$ cat src/rtl/pdm_pkg.sv
package pdm_pkg;

  localparam int NUM_DOM = 7;

  // Domain index order matters: bit position equals request ID bit.
  localparam int DOM_CL0   = 0;
  localparam int DOM_CL1   = 1;
  localparam int DOM_CL2   = 2;
  localparam int DOM_CL3   = 3;
  localparam int DOM_SMALL = 4;
  localparam int DOM_CMP8K = 5;
  localparam int DOM_CMP4K = 6;

  typedef logic [NUM_DOM-1:0] domVec_t;

  // Control-to-datapath strobes, at most one domain touched per cycle
  typedef struct packed {
    domVec_t incVec;
    domVec_t decVec;
    logic    initAll;
  } pdStrobe_t;

  function automatic int parentIdx(input int d);
    if (d >= DOM_CL1 && d <= DOM_CL3) return DOM_CL0;
    return -1;
  endfunction

  function automatic domVec_t parentMask(input domVec_t id);
    domVec_t m;
    m = '0;
    for (int d = 0; d < NUM_DOM; d++) begin
      if (id[d] && parentIdx(d) >= 0) m[parentIdx(d)] = 1'b1;
    end
    return m;
  endfunction

endpackage

$ cat src/rtl/pdm_ctrl.sv
module pdm_ctrl
  import pdm_pkg::*;
(
  input  logic      clk,
  input  logic      rst_n,
  input  logic      reqValid,
  input  logic      reqGet,
  input  domVec_t   reqId,
  input  domVec_t   zeroVec,
  input  domVec_t   fullVec,
  output pdStrobe_t strobe,
  output logic      busy,
  output logic      underflowErr,
  output logic      overflowErr
);

  logic    initActive;
  domVec_t pendVec;
  logic    pendGet;
  domVec_t pMask;
  logic    idOk, accept, getOk, putOk;
  domVec_t pendVecNxt;
  logic    pendGetNxt;

  assign idOk   = (reqId != '0) && ((reqId & (reqId - domVec_t'(1))) == '0);
  assign busy   = initActive || (pendVec != '0);
  assign accept = reqValid && idOk && !busy;
  assign pMask  = parentMask(reqId);
  assign getOk  = (((reqId | pMask) & fullVec) == '0);
  assign putOk  = ((reqId & zeroVec) == '0);

  always_comb begin
    strobe         = '0;
    strobe.initAll = initActive;
    pendVecNxt     = '0;
    pendGetNxt     = 1'b0;
    if (pendVec != '0) begin
      if (pendGet) strobe.incVec = pendVec;
      else         strobe.decVec = pendVec;
    end else if (accept) begin
      if (reqGet && getOk) begin
        if (pMask != '0) begin
          strobe.incVec = pMask;        // parent first
          pendVecNxt    = reqId;
          pendGetNxt    = 1'b1;
        end else begin
          strobe.incVec = reqId;
        end
      end else if (!reqGet && putOk) begin
        strobe.decVec = reqId;          // child first
        pendVecNxt    = pMask;
        pendGetNxt    = 1'b0;
      end
    end
  end

  always_ff @(posedge clk or negedge rst_n) begin
    if (!rst_n) begin
      initActive   <= 1'b1;
      pendVec      <= '0;
      pendGet      <= 1'b0;
      underflowErr <= 1'b0;
      overflowErr  <= 1'b0;
    end else begin
      initActive <= 1'b0;
      pendVec    <= pendVecNxt;
      pendGet    <= pendGetNxt;
      if (accept && !reqGet && !putOk) underflowErr <= 1'b1;
      if (accept && reqGet && !getOk)  overflowErr  <= 1'b1;
    end
  end

  // propagation step lasts exactly one cycle
  p_busy_single_r11: assert property (@(posedge clk) disable iff (!rst_n)
    busy |=> !busy);
  // sticky underflow
  p_udf_sticky_r9: assert property (@(posedge clk) disable iff (!rst_n)
    underflowErr |=> underflowErr);
  // sticky overflow
  p_ovf_sticky_r10: assert property (@(posedge clk) disable iff (!rst_n)
    overflowErr |=> overflowErr);

endmodule

$ cat src/rtl/pdm_datapath.sv
module pdm_datapath
  import pdm_pkg::*;
#(
  parameter int MAX_REFS  = 15,
  parameter int OFF_DELAY = 250_000_000
) (
  input  logic      clk,
  input  logic      rst_n,
  input  logic      delayMode,
  input  pdStrobe_t strobe,
  output domVec_t   zeroVec,
  output domVec_t   fullVec,
  output domVec_t   onReq,
  output domVec_t   offReq,
  output domVec_t   domOn
);

  localparam int CNT_W = $clog2(MAX_REFS + 1);
  localparam int TMR_W = $clog2(OFF_DELAY + 1);

  logic [CNT_W-1:0] cnt [NUM_DOM];

  for (genvar g = 0; g < NUM_DOM; g++) begin : g_dom
    logic [CNT_W-1:0] cntQ;
    logic [TMR_W-1:0] tmr;
    logic             run, onQ, onR, offR;

    always_ff @(posedge clk or negedge rst_n) begin
      if (!rst_n) begin
        cntQ <= '0;
        tmr  <= '0;
        run  <= 1'b0;
        onQ  <= 1'b0;
        onR  <= 1'b0;
        offR <= 1'b0;
      end else begin
        onR  <= 1'b0;
        offR <= 1'b0;
        if (strobe.initAll) begin
          onR <= 1'b1;
          onQ <= 1'b1;
        end else if (strobe.incVec[g]) begin
          cntQ <= cntQ + CNT_W'(1);
          if (cntQ == '0) begin
            run <= 1'b0;                  // cancel pending delayed off
            if (!onQ) begin
              onR <= 1'b1;
              onQ <= 1'b1;
            end
          end
        end else if (strobe.decVec[g]) begin
          cntQ <= cntQ - CNT_W'(1);
          if (cntQ == CNT_W'(1)) begin
            if (delayMode) begin
              run <= 1'b1;
              tmr <= TMR_W'(OFF_DELAY);
            end else begin
              offR <= 1'b1;
              onQ  <= 1'b0;
            end
          end
        end else if (run) begin
          if (tmr == TMR_W'(1)) begin
            run <= 1'b0;
            if (cntQ == '0) begin
              offR <= 1'b1;
              onQ  <= 1'b0;
            end
          end else begin
            tmr <= tmr - TMR_W'(1);
          end
        end
      end
    end

    assign cnt[g]     = cntQ;
    assign zeroVec[g] = (cntQ == '0);
    assign fullVec[g] = (cntQ == CNT_W'(MAX_REFS));
    assign onReq[g]   = onR;
    assign offReq[g]  = offR;
    assign domOn[g]   = onQ;

    // an on strobe always leaves the domain flagged on
    p_on_sets_flag_r3: assert property (@(posedge clk) disable iff (!rst_n)
      onR |-> onQ);
    // off strobe only for an idle, flagged-off domain
    p_off_at_zero_r6: assert property (@(posedge clk) disable iff (!rst_n)
      offR |-> (cntQ == '0) && !onQ);
    // never on and off together
    p_on_off_excl_r4: assert property (@(posedge clk) disable iff (!rst_n)
      !(onR && offR));

    if (parentIdx(g) >= 0) begin : g_par
      localparam int P = parentIdx(g);
      // a referenced child always has a referenced parent
      p_parent_holds_r2: assert property (@(posedge clk) disable iff (!rst_n)
        (cntQ != '0) |-> (cnt[P] != '0));
    end
  end

endmodule

$ cat src/rtl/pd_refcount_mgr.sv
module pd_refcount_mgr
  import pdm_pkg::*;
#(
  parameter int MAX_REFS  = 15,
  parameter int OFF_DELAY = 250_000_000
) (
  input  logic               clk,
  input  logic               rst_n,
  input  logic               delayMode,
  input  logic               reqValid,
  input  logic               reqGet,
  input  logic [NUM_DOM-1:0] reqId,
  output logic               busy,
  output logic [NUM_DOM-1:0] onReq,
  output logic [NUM_DOM-1:0] offReq,
  output logic [NUM_DOM-1:0] domOn,
  output logic               underflowErr,
  output logic               overflowErr
);

  pdStrobe_t strobe;
  domVec_t   zeroVec, fullVec;

  pdm_ctrl u_ctrl (
    .clk          (clk),
    .rst_n        (rst_n),
    .reqValid     (reqValid),
    .reqGet       (reqGet),
    .reqId        (reqId),
    .zeroVec      (zeroVec),
    .fullVec      (fullVec),
    .strobe       (strobe),
    .busy         (busy),
    .underflowErr (underflowErr),
    .overflowErr  (overflowErr)
  );

  pdm_datapath #(
    .MAX_REFS  (MAX_REFS),
    .OFF_DELAY (OFF_DELAY)
  ) u_dp (
    .clk       (clk),
    .rst_n     (rst_n),
    .delayMode (delayMode),
    .strobe    (strobe),
    .zeroVec   (zeroVec),
    .fullVec   (fullVec),
    .onReq     (onReq),
    .offReq    (offReq),
    .domOn     (domOn)
  );

endmodule

$ cat config.mk
export PLATFORM = sky130hd
export DESIGN_NAME = pd_refcount_mgr
export DESIGN_NICKNAME = d
export VERILOG_FILES = /design/src/rtl/pdm_pkg.sv /design/src/rtl/pdm_ctrl.sv /design/src/rtl/pdm_datapath.sv /design/src/rtl/pd_refcount_mgr.sv
export SDC_FILE = /design/constraint.sdc
export NUM_CORES = 1
export LEC_CHECK = 0
export BUFFER_PORTS_ARGS = -buffer_cell sky130_fd_sc_hd__buf_2
export CORE_MARGIN = 5
export CORE_UTILIZATION = 40
export CTS_CLUSTER_SIZE = 8
export DETAILED_ROUTE_END_ITERATION = 10
export MAX_ROUTING_LAYER = met4
export PLACE_DENSITY_LB_ADDON = 0.05
export SETUP_SLACK_MARGIN = 0.02
export SLEW_MARGIN = 10
export SYNTH_ARGS = -nofsm -noshare
export SYNTH_HDL_FRONTEND = slang
export SYNTH_SLANG_ARGS = --single-unit
$ cat constraint.sdc
create_clock -name clk -period 3.6 [get_ports clk]
set_clock_uncertainty 0.05 [all_clocks]
set_input_delay 0.72 -clock clk [delete_from_list [all_inputs] [get_ports clk]]
set_output_delay 0.72 -clock clk [all_outputs]
set_load 0.1 [all_outputs]
==> out/qor.txt <==
Cells after Synth: 1637
Die area: 0.0411 sq mm
Yosys reg bits: 263
Min-Delay Path Class: in -> async
Post-synth top flop: dfrtp_1
Final hold slack: 0.177 ns
Crit-path cells: inv_1, ha_1, nor4bb_1, buf_4, a2111oi_2, buf_4, nand2_1, buf_4, o31ai_4, nor2_4, or2_1, o41ai_1, nand3_1
Max FO, Critical Path: 12
Fmax: 291 MHz
Die X: 203 um
Setup CP Type: reg -> reg
Initial antenna violation count: 1
First DRT Iteration DRCs: 724
Fin cells: 2208
Worst vdd ir: 0.417 mV
Fin util: 46.8%
Synth Area per Inst: 9.07 sq um
First-pass GRT wire length: 64200 um
Detailed-route via count: 12.3k
Core Region: 0.0366 sq mm
Distinct cells, synth: 82
Clock tree buffer depth: 3
Drt drc: 0
Port Buf Inserts: 35
Max_slew headroom: 46.9%
RSZ-0062 raised after global routing: yes
Hold buffer count at CTS: 0
Final ANT Viol Nets: 0
Final setup TNS: 0 ns
Synth warnings: 0
HPWL Detailed: 26400 um
P&R area growth vs syn: 15.3%
Layout net count: 1780
# IOs: 36
CP Data Required Time: 3.94 ns
Gpl congestion: 0.901
Vias per cell: 5.56
Core Rows: 70
Drt wl/cell: 17.3 um
Overall Global Routing Usage: 19.3%
Endpoints failing hold: 0
Run status: finished, final reports clean
Max stage delay on crit path: 0.46 ns
Die height: 203 um
CP Launch Type: register
Clock Sinks: 263
Clk_lat worst skew: 0.54 ns
Mapped Area: 0.0148 sq mm
Tmin final: 3.44 ns
Root Buffer: clkbuf_16
Fin crit share: 95.5%
Final count of pins violating max slew: 0
Share of the synthesized area in the top cell type: 44.2%
CTS buffer count: 39
CTS tree: built
Yosys top cell by area: dfrtp_1
Layout cells sized above 1: 12.4%
Final setup viols: 0
Max Cap Viol: 0
Pwr Density: 531 mW/mm^2
Post-Place Cells: 2152
Commonest non-fill, non-tap cell in the layout: dfrtp_1
Most frequent cells in the layout: dfrtp_1 (262), nor2_1 (186), nand2_1 (164), o21ai_0 (88), buf_4 (85)
Slew @ Worst Pin: 0.790 ns
CP Data Arrival Time: 3.78 ns
Initial Utilization: 40.6%
Htree depth: 2
WL final: 38100 um
Number of synthesized flops with an enable pin: 0
Largest cells by area after synthesis: dfrtp_1 (44%), nor2_1 (4.7%), xnor2_1 (4.5%)
Crit end category: register
Total grt overflow: 0
DR pass1 iterations: 5
Number of global-route vias before repair: 12.3k
Critical path's most frequent cell: buf_4
Total power: 9.08 mW
Ys async rst share: 100%
CP max-delay cell: a2111oi_2
LEAKAGE: 7.10 nW
Largest net degree at the start of global routing: 96
Worst-path clk slew: 0.05 ns
Seq/Total Area, Yosys: 44.3%
[cell type report]
| type | count | area (sq um) |
|---|---|---|
| Clock inverter | 1 | 7.51 |
| Multi-Input combinational cell | 1254 | 7770 |
| Sequential cell | 263 | 6580 |
| Timing Repair Buffer | 126 | 943 |
| Antenna cell | 2 | 5.00 |
| Inverter | 42 | 158 |
| Fill cell | 3540 | 19500 |
| Tap cell | 468 | 586 |
| Clock buffer | 52 | 1070 |
[registers in the layout, indices dropped and copies added, names as in the netlist]
name	count
u_ctrl.pendGet	1
u_dp.g_dom.tmr	196
u_ctrl.pendVec	7
u_ctrl.overflowErr	1
u_dp.g_dom.offR	7
u_ctrl.underflowErr	1
u_dp.g_dom.onR	7
u_ctrl.initActive	1
u_dp.g_dom.cntQ	28
u_dp.g_dom.onQ	7
u_dp.g_dom.run	7
[layer usage]
metal	GRT usage, %	share of wire, %
met2	30.3	46
met3	2.78	3.4
met5	-	0
met1	26.0	48
met4	6.28	2.6
[path summary, 6_finish.rpt]
check	startpoint	cells past startpoint	endpoint	slack, ns
worst max register to register	u_dp.g_dom[2].cntQ[0]$_DFFE_PN0P_	13	u_dp.g_dom[5].tmr[7]$_DFFE_PN0P_	0.16
min in group clk	u_ctrl.overflowErr$_DFFE_PN0P_	1	u_ctrl.overflowErr$_DFFE_PN0P_	0.40
worst min register to register	u_ctrl.overflowErr$_DFFE_PN0P_	1	u_ctrl.overflowErr$_DFFE_PN0P_	0.40
worst max-delay path	u_dp.g_dom[2].cntQ[0]$_DFFE_PN0P_	13	u_dp.g_dom[5].tmr[7]$_DFFE_PN0P_	0.16
max in group asynchronous	rst_n	2	u_dp.g_dom[5].tmr[13]$_DFFE_PN0P_	2.37
worst min-delay path	rst_n	1	u_dp.g_dom[3].tmr[12]$_DFFE_PN0P_	0.18
[worst max-delay path: cells and delay by family (launching register included)]
kind | cells | cell delay, ns
flops | 1 | 0.42
compound gates | 3 | 1.15
fa+ha+maj | 1 | 0.25
simple gates | 5 | 0.77
buf+inv | 4 | 0.66
[cell usage after synthesis, drive strengths merged, types with 4 or more instances]
master	count
or2	8
nor3	67
a22oi	9
or4b	5
and4	4
a211oi	6
nor4	68
a31oi	19
nand3	67
xor2	39
or4	35
o31a	5
mux2i	5
inv	42
nand2b	20
nor2	187
o31ai	30
nor4b	9
o211ai	9
ha	42
and3	14
o41ai	6
and2	15
xnor2	77
o21ai	91
a21oi	61
o21a	11
dfrtp	262
a22o	5
nor4bb	5
or3	60
nand2	165
nor3b	12
nand4	23
o22ai	5
clkbuf	42
a21o	5
nand3b	5
buf	39
nand4b	11
nor2b	7
[through the flow]
stage                     setup WS (ns)  cell area, sq um
final                             0.160             17100
after global routing            -0.0393             17100
after CTS                        0.0523             17000
after detailed placement         0.0102             16000
after global placement           0.0601             16000
after floorplan                  0.0891             14900
[power by group]
part | total [mW] | internal [mW] | leakage (nW) | switching [mW]
logic | 1.75 | 0.751 | 3.33 | 0.996
clock network | 3.33 | 2.03 | 0.518 | 1.30
registers | 4.00 | 3.46 | 3.25 | 0.543
total | 9.08 | 6.24 | 7.10 | 2.84
[cells by family after synthesis]
logic type / share of synthesized area, %
fa+ha+maj: 3.61
simple gates: 27.9
other cells: 0.0253
mux: 0.514
compound gates: 13.0
flops: 44.3
buf+inv: 3.86
xor+xnor: 6.84
[repair_timing]
action / 4_1_cts / 5_1_grt
hold endpoints to repair: 0 / 0
gates resized for setup: 0 / 9
endpoints found under the setup margin: 0 / 42
setup buffers: 0 / 1
Power figures use the tool's default switching activity.
